<file path="src/rtl/imp_cal_pkg.sv">
package imp_cal_pkg;

    typedef enum logic [1:0] {
        ST_IDLE   = 2'd0,
        ST_SETTLE = 2'd1,
        ST_DECIDE = 2'd2
    } seq_state_e;

    typedef enum logic [1:0] {
        UPD_ASREQ = 2'b00,
        UPD_CONT  = 2'b01,
        UPD_QUIET = 2'b10,
        UPD_SPARE = 2'b11
    } upd_mode_e;

    // Control word from the sequencer to each leg datapath
    typedef struct packed {
        logic load_mid;
        logic sar_step;
        logic last_bit;
        logic track_step;
    } leg_ctl_t;

    // Only quiet mode suppresses background correction
    function automatic logic tracking_allowed(input logic [1:0] mode);
        return mode != UPD_QUIET;
    endfunction

endpackage

</file>
<file path="src/rtl/imp_cal_leg.sv">
module imp_cal_leg
    import imp_cal_pkg::*;
#(
    parameter int CODE_W = 7,
    parameter int IDX_W  = 3
) (
    input  logic              clk,
    input  logic              rst,
    input  leg_ctl_t          ctl,
    input  logic [IDX_W-1:0]  bit_idx,
    input  logic              cmp_hi_i,
    input  logic              cmp_lo_i,
    output logic [CODE_W-1:0] trial_o,
    output logic [CODE_W-1:0] code_o
);
    localparam logic [CODE_W-1:0] MID  = {1'b1, {(CODE_W-1){1'b0}}};
    localparam logic [CODE_W-1:0] MAXC = {CODE_W{1'b1}};
    localparam logic [CODE_W-1:0] ONE  = {{(CODE_W-1){1'b0}}, 1'b1};

    logic [CODE_W-1:0] trial_q, code_q;
    logic [CODE_W-1:0] cur_bit, nxt_bit, kept, tracked;

    always_comb begin
        cur_bit = ONE << bit_idx;
        nxt_bit = cur_bit >> 1;
        kept    = cmp_hi_i ? (trial_q & ~cur_bit) : trial_q;
        tracked = code_q;
        if (cmp_lo_i && !cmp_hi_i && code_q != MAXC)
            tracked = code_q + ONE;
        else if (cmp_hi_i && !cmp_lo_i && code_q != '0)
            tracked = code_q - ONE;
    end

    always_ff @(posedge clk) begin
        if (rst) begin
            trial_q <= MID;
            code_q  <= '0;
        end else if (ctl.load_mid) begin
            trial_q <= MID;
        end else if (ctl.sar_step) begin
            if (ctl.last_bit) begin
                trial_q <= kept;
                code_q  <= kept;
            end else begin
                trial_q <= kept | nxt_bit;
            end
        end else if (ctl.track_step) begin
            trial_q <= tracked;
            code_q  <= tracked;
        end
    end

    assign trial_o = trial_q;
    assign code_o  = code_q;
endmodule

</file>
<file path="src/rtl/imp_cal_seq.sv">
module imp_cal_seq
    import imp_cal_pkg::*;
#(
    parameter int CODE_W       = 7,
    parameter int IDX_W        = 3,
    parameter int SETTLE_CYC   = 8,
    parameter int TRACK_PERIOD = 1024
) (
    input  logic             clk,
    input  logic             rst,
    input  logic             cal_rst_i,
    input  logic [1:0]       upd_mode_i,
    output leg_ctl_t         ctl_o,
    output logic [IDX_W-1:0] bit_idx_o,
    output logic             match_done_o,
    output logic             track_launch_o
);
    localparam int SET_W = (SETTLE_CYC > 1) ? $clog2(SETTLE_CYC) : 1;
    localparam int PER_W = (TRACK_PERIOD > 1) ? $clog2(TRACK_PERIOD) : 1;
    localparam logic [SET_W-1:0] SET_LAST = SET_W'(SETTLE_CYC - 1);
    localparam logic [PER_W-1:0] PER_LAST = PER_W'(TRACK_PERIOD - 1);
    localparam logic [IDX_W-1:0] TOP_BIT  = IDX_W'(CODE_W - 1);

    seq_state_e       state_q;
    logic [SET_W-1:0] set_cnt_q;
    logic [PER_W-1:0] per_cnt_q;
    logic [IDX_W-1:0] bit_idx_q;
    logic             is_track_q;
    logic             done_q;
    logic             decide;

    always_comb begin
        decide            = (state_q == ST_DECIDE);
        ctl_o.load_mid    = cal_rst_i;
        ctl_o.sar_step    = decide && !is_track_q && !cal_rst_i;
        ctl_o.track_step  = decide && is_track_q && !cal_rst_i;
        ctl_o.last_bit    = (bit_idx_q == '0);
        track_launch_o    = (state_q == ST_IDLE) && !cal_rst_i &&
                            tracking_allowed(upd_mode_i) && (per_cnt_q == PER_LAST);
    end

    always_ff @(posedge clk) begin
        if (rst) begin
            state_q    <= ST_SETTLE;
            set_cnt_q  <= '0;
            per_cnt_q  <= '0;
            bit_idx_q  <= TOP_BIT;
            is_track_q <= 1'b0;
            done_q     <= 1'b0;
        end else if (cal_rst_i) begin
            state_q    <= ST_SETTLE;
            set_cnt_q  <= '0;
            per_cnt_q  <= '0;
            bit_idx_q  <= TOP_BIT;
            is_track_q <= 1'b0;
        end else begin
            unique case (state_q)
                ST_IDLE: begin
                    if (!tracking_allowed(upd_mode_i)) begin
                        per_cnt_q <= '0;
                    end else if (track_launch_o) begin
                        state_q    <= ST_SETTLE;
                        set_cnt_q  <= '0;
                        per_cnt_q  <= '0;
                        is_track_q <= 1'b1;
                    end else begin
                        per_cnt_q <= per_cnt_q + PER_W'(1);
                    end
                end
                ST_SETTLE: begin
                    if (set_cnt_q == SET_LAST) state_q <= ST_DECIDE;
                    else                       set_cnt_q <= set_cnt_q + SET_W'(1);
                end
                ST_DECIDE: begin
                    if (is_track_q) begin
                        state_q    <= ST_IDLE;
                        is_track_q <= 1'b0;
                    end else if (bit_idx_q == '0) begin
                        state_q <= ST_IDLE;
                        done_q  <= 1'b1;
                    end else begin
                        bit_idx_q <= bit_idx_q - IDX_W'(1);
                        set_cnt_q <= '0;
                        state_q   <= ST_SETTLE;
                    end
                end
                default: state_q <= ST_IDLE;
            endcase
        end
    end

    assign bit_idx_o    = bit_idx_q;
    assign match_done_o = done_q;
endmodule

</file>
<file path="src/rtl/imp_cal_term.sv">
module imp_cal_term #(
    parameter int N_PIN = 4
) (
    input  logic [N_PIN-1:0] oe_i,
    input  logic [N_PIN-1:0] term_always_i,
    output logic [N_PIN-1:0] term_en_o
);
    for (genvar p = 0; p < N_PIN; p++) begin : g_pin
        // always-present variant ignores direction; the other needs a 3-stated buffer
        assign term_en_o[p] = term_always_i[p] ? 1'b1 : ~oe_i[p];
    end
endmodule

</file>
<file path="src/rtl/imp_cal_ctrl.sv">
module imp_cal_ctrl
    import imp_cal_pkg::*;
#(
    parameter int CODE_W       = 7,
    parameter int SETTLE_CYC   = 8,
    parameter int TRACK_PERIOD = 1024,
    parameter int N_PIN        = 4
) (
    input  logic              clk,
    input  logic              rst,
    input  logic              cal_rst_i,
    input  logic [1:0]        upd_mode_i,
    input  logic              half_drv_i,
    input  logic              pu_hi_i,
    input  logic              pu_lo_i,
    input  logic              pd_hi_i,
    input  logic              pd_lo_i,
    input  logic [N_PIN-1:0]  oe_i,
    input  logic [N_PIN-1:0]  term_always_i,
    output logic [CODE_W-1:0] pu_trial_o,
    output logic [CODE_W-1:0] pd_trial_o,
    output logic [CODE_W-1:0] pu_code_o,
    output logic [CODE_W-1:0] pd_code_o,
    output logic [CODE_W-1:0] pu_drv_o,
    output logic [CODE_W-1:0] pd_drv_o,
    output logic              match_done_o,
    output logic              startup_hold_o,
    output logic [N_PIN-1:0]  term_en_o
);
    localparam int IDX_W = (CODE_W > 1) ? $clog2(CODE_W) : 1;
    localparam int N_LEG = 2;
    localparam logic [CODE_W-1:0] MAXC = {CODE_W{1'b1}};

    leg_ctl_t         ctl;
    logic [IDX_W-1:0] bit_idx;
    logic             track_launch;
    logic             done;

    logic [N_LEG-1:0]  hi_a, lo_a;
    logic [CODE_W-1:0] trial_a [N_LEG];
    logic [CODE_W-1:0] code_a  [N_LEG];
    logic [CODE_W-1:0] drv_a   [N_LEG];

    assign hi_a = {pd_hi_i, pu_hi_i};
    assign lo_a = {pd_lo_i, pu_lo_i};

    imp_cal_seq #(
        .CODE_W(CODE_W), .IDX_W(IDX_W),
        .SETTLE_CYC(SETTLE_CYC), .TRACK_PERIOD(TRACK_PERIOD)
    ) u_seq (
        .clk(clk), .rst(rst), .cal_rst_i(cal_rst_i), .upd_mode_i(upd_mode_i),
        .ctl_o(ctl), .bit_idx_o(bit_idx), .match_done_o(done),
        .track_launch_o(track_launch)
    );

    for (genvar g = 0; g < N_LEG; g++) begin : g_leg
        logic [CODE_W:0] dbl;

        imp_cal_leg #(.CODE_W(CODE_W), .IDX_W(IDX_W)) u_leg (
            .clk(clk), .rst(rst), .ctl(ctl), .bit_idx(bit_idx),
            .cmp_hi_i(hi_a[g]), .cmp_lo_i(lo_a[g]),
            .trial_o(trial_a[g]), .code_o(code_a[g])
        );

        // two parallel driver segments: double, clamp at full scale
        assign dbl      = {code_a[g], 1'b0};
        assign drv_a[g] = !half_drv_i ? code_a[g] :
                          (dbl[CODE_W] ? MAXC : dbl[CODE_W-1:0]);
    end

    imp_cal_term #(.N_PIN(N_PIN)) u_term (
        .oe_i(oe_i), .term_always_i(term_always_i), .term_en_o(term_en_o)
    );

    assign pu_trial_o     = trial_a[0];
    assign pd_trial_o     = trial_a[1];
    assign pu_code_o      = code_a[0];
    assign pd_code_o      = code_a[1];
    assign pu_drv_o       = drv_a[0];
    assign pd_drv_o       = drv_a[1];
    assign match_done_o   = done;
    assign startup_hold_o = ~done;
endmodule

</file>
<file path="config.mk">
export PLATFORM = sky130hd
export DESIGN_NAME = imp_cal_ctrl
export DESIGN_NICKNAME = d
export VERILOG_FILES = /design/src/rtl/imp_cal_pkg.sv /design/src/rtl/imp_cal_leg.sv /design/src/rtl/imp_cal_seq.sv /design/src/rtl/imp_cal_term.sv /design/src/rtl/imp_cal_ctrl.sv
export SDC_FILE = /design/constraint.sdc
export NUM_CORES = 1
export LEC_CHECK = 0
export BUFFER_PORTS_ARGS = -buffer_cell sky130_fd_sc_hd__clkbuf_2
export CORE_MARGIN = 2
export CORE_UTILIZATION = 60
export CTS_CLUSTER_DIAMETER = 50
export DETAILED_ROUTE_END_ITERATION = 12
export GPL_TIMING_DRIVEN = 0
export PLACE_DENSITY_LB_ADDON = 0.2
export SLEW_MARGIN = 20
export SYNTH_ARGS = -nofsm -noshare
export SYNTH_HDL_FRONTEND = slang
export SYNTH_HIERARCHICAL = 1
export SYNTH_SLANG_ARGS = --single-unit
</file>
<file path="constraint.sdc">
create_clock -name clk -period 5.3 [get_ports clk]
set_input_delay 1.06 -clock clk [delete_from_list [all_inputs] [get_ports clk]]
set_output_delay 1.06 -clock clk [all_outputs]
set_load 0.05 [all_outputs]
</file>
==> results.tsv <==
stage	metric	value	unit
layout	layout.nets	569	
floorplan	io_pins	66	
grt	grt_max_degree	18	
critical_path	cp.required	5.50	ns
drt	drt_iter0_markers	287	
clock_tree	cts.sinks	48	
synthesis	syn_area_per_cell	7.81	um2
placed_design	dp_hpwl	6950	um
synthesis	syn_nets	497	
sta	fmax	315	MHz
floorplan	initial_core_util	61.8	%
sta	hold_viol	0	
min_path	min_from	u_seq/per_cnt_q[9]$_SDFFE_PP0N_	
critical_path	cpPeakStageDelay	0.58	ns
sta	finalSetupTns	0	ns
layout	stdcell_count	616	
layout	layout-drive-gt1-share	22.4	%
sta	tightest_slew	0.856	ns
flow_run	maxCapViolations	0	
grt	first_global_vias	3550	
critical_path	crit_chain	clkbuf_2 > nor3_1 > clkbuf_1 > clkbuf_1 > nor2_1 > nor3_1 > a2bb2oi_1 > o31ai_1	
critical_path	cp-start-kind	primary input	
placed_design	dpl.cell_count	608	
layout	num_antenna_cells	0	
placed_design	place.gp.congestion	0.944	
layout	finish.instance_area	4190	um2
critical_path	cpMaxStageDelayCell	nor3_1	
critical_path	reg2reg_slack	2.41	ns
clock_tree	cts_tree	built	
synthesis	synth_area	3660	um2
critical_path	crit_family	simple AND/OR/NAND/NOR gates	
floorplan	core_area	5920	um2
status	status	finished, final reports clean	
clock_tree	cts_buffers	5	
drt	vias_per_cell	6.27	
floorplan	chipHeight	82.1	um
sta	slew_headroom	42.8	%
clock_tree	postCtsSetupBuffers	0	
grt	antenna_found_initial	0	
min_path	min_to	u_seq/per_cnt_q[9]$_SDFFE_PP0N_	
drt	drt-total-wl	9610	um
clock_tree	cts-root-buf	clkbuf_8	
critical_path	end_kind	flip-flop	
critical_path	path_max_fanout	10	
drt	drt_first_pass_iters	5	
sta	grt_setup_unrepaired	no	
pwr	p_switching	0.182	mW
critical_path	cp.arrival	3.37	ns
min_path	hold_depth	1	
floorplan	dieArea	6740	um2
placed_design	place_area	4080	um2
sta	clock_skew	0.00832	ns
clock_tree	h-tree-depth	2	
critical_path	critical_path_class	in2reg	
sta	setup_viol_count_final	0	
drt	wl_per_cell	15.6	um
sta	period_needed	3.17	ns
clock_tree	clock_latency	0.32	ns
sta	slew_viol_final	0	
pwr	p_per_area	169	nW/um2
drt	antenna_left	0	
pwr	intPower	0.525	mW
min_path	hold_path_class	reg2reg	
floorplan	die_w	82.1	um
critical_path	worst-path-buf-inv	3	
grt	grt_first_pass_wirelength	16000	um
layout	syn_to_final_growth	14.6	%
pwr	seqPwrFrac	51.1	%
pwr	ir_drop	0.213	mV
drt	num_vias	3865	
critical_path	rr_worst_depth	8	
floorplan	placementRows	28	
clock_tree	cts_buffer_depth	2	
grt	grt_use_total	30.0	%
critical_path	r2r_end	g_leg[1].u_leg/code_o[5]$_SDFFE_PP0P_	
layout	nFillCells	507	
sta	fin_crit_sh	59.9	%
pwr	combPwrFrac	9.6	%
clock_tree	cts_resized	0	
clock_tree	cts-hold-fix-buffers	0	
grt	grt-ovfl-total	0	
clock_tree	clk_pin_slew	0.10	ns
pwr	power_frac_clock	39.3	%
critical_path	worstReg2RegStart	u_seq/bit_idx_o[1]$_SDFFE_PP1P_	
synthesis	yosysWarningCount	6	
pwr	swShare	25.8	%
layout	post-route-util	70.8	%
synthesis	syn-instance-count	468	
pwr	p_leak	1.61	nW
placed_design	portBuffers	65	
drt	route.detailed.drc	0	
registers in the layout, indices dropped and copies added (netlist names):
signal,cells
u_seq/is_track_q,1
g_leg.u_leg/trial_o,14
g_leg.u_leg/code_o,14
u_seq/per_cnt_q,10
u_seq/bit_idx_o,3
u_seq/match_done_o,1
u_seq/set_cnt_q,3
u_seq/state_q,2
power groups by stage:
stage / clock network [mW] / registers (mW) / logic (mW)
2_1_floorplan: 0 / 0.370 / 0.0479
3_3_place_gp: 0 / 0.370 / 0.0659
3_5_place_dp: 0 / 0.370 / 0.0672
4_1_cts: 0.283 / 0.362 / 0.0674
5_1_grt: 0.297 / 0.362 / 0.0724
6_report: 0.278 / 0.362 / 0.0678
cells in the final DEF, fill, tap and decap left out, types with 4 or more instances in the layout:
| cell type | instances |
|---|---|
| ha_1 | 11 |
| xnor2_1 | 4 |
| nor3_1 | 26 |
| a311oi_1 | 4 |
| o22a_1 | 7 |
| a31o_2 | 5 |
| nor2_2 | 5 |
| a41oi_2 | 4 |
| nand3b_1 | 5 |
| nand3_1 | 10 |
| nand2_1 | 57 |
| o21ai_0 | 27 |
| buf_1 | 4 |
| a21o_1 | 4 |
| clkbuf_1 | 11 |
| a21oi_1 | 6 |
| nand4b_1 | 6 |
| dfxtp_1 | 48 |
| a31oi_1 | 14 |
| clkbuf_2 | 65 |
| nor3b_1 | 6 |
| nor2b_1 | 12 |
| a2bb2oi_1 | 5 |
| buf_6 | 6 |
| mux2i_1 | 4 |
| inv_1 | 14 |
| nor2_1 | 46 |
| o21a_1 | 8 |
| clkbuf_8 | 5 |
| o211ai_1 | 9 |
| nand2b_1 | 21 |
| or2_2 | 6 |
| o31ai_1 | 11 |
| or2_1 | 4 |
how the worst max path moves through the flow:
stage | start | endpoint | slack [ns] | cells after the start
global placement | cal_rst_i | g_leg[1].u_leg/trial_o[3]$_SDFFE_PP0P_ | 1.91 | 8
finish | cal_rst_i | g_leg[1].u_leg/trial_o[3]$_SDFFE_PP0P_ | 2.13 | 8
CTS | cal_rst_i | g_leg[1].u_leg/trial_o[3]$_SDFFE_PP0P_ | 2.22 | 8
floorplan | half_drv_i | pd_drv_o[3] | 2.16 | 3
detailed placement | cal_rst_i | g_leg[1].u_leg/trial_o[3]$_SDFFE_PP0P_ | 1.87 | 8
global route | cal_rst_i | g_leg[0].u_leg/trial_o[2]$_SDFFE_PP0P_ | 1.91 | 9
metal layers:
metal  wire length, um  GRT usage, %
met2              4690          51.6
met3               574          4.07
met4               121          9.50
met1              4230          38.6
met5                 0             0
through the flow:
| step | hold WS, ns | total power, mW | setup slack [ns] |
|---|---|---|---|
| after CTS | 0.504 | 0.712 | 2.22 |
| after global placement | 0.461 | 0.436 | 1.91 |
| final | 0.501 | 0.707 | 2.13 |
| after global routing | 0.531 | 0.731 | 1.91 |
| after detailed placement | 0.481 | 0.437 | 1.87 |
| after floorplan | 0.450 | 0.418 | 2.16 |
cell type report:
type	instances	area, um2	area share [%]
clock inverters	3	47.5	1.13
flip-flops and latches	48	961	22.9
plain buffers	23	151	3.61
well taps	75	93.8	2.24
multi-input cells	383	2490	59.4
clock buffers	5	68.8	1.64
repair buffers	65	325	7.76
inverters	14	52.6	1.25
(Power assumes the default switching activity.)
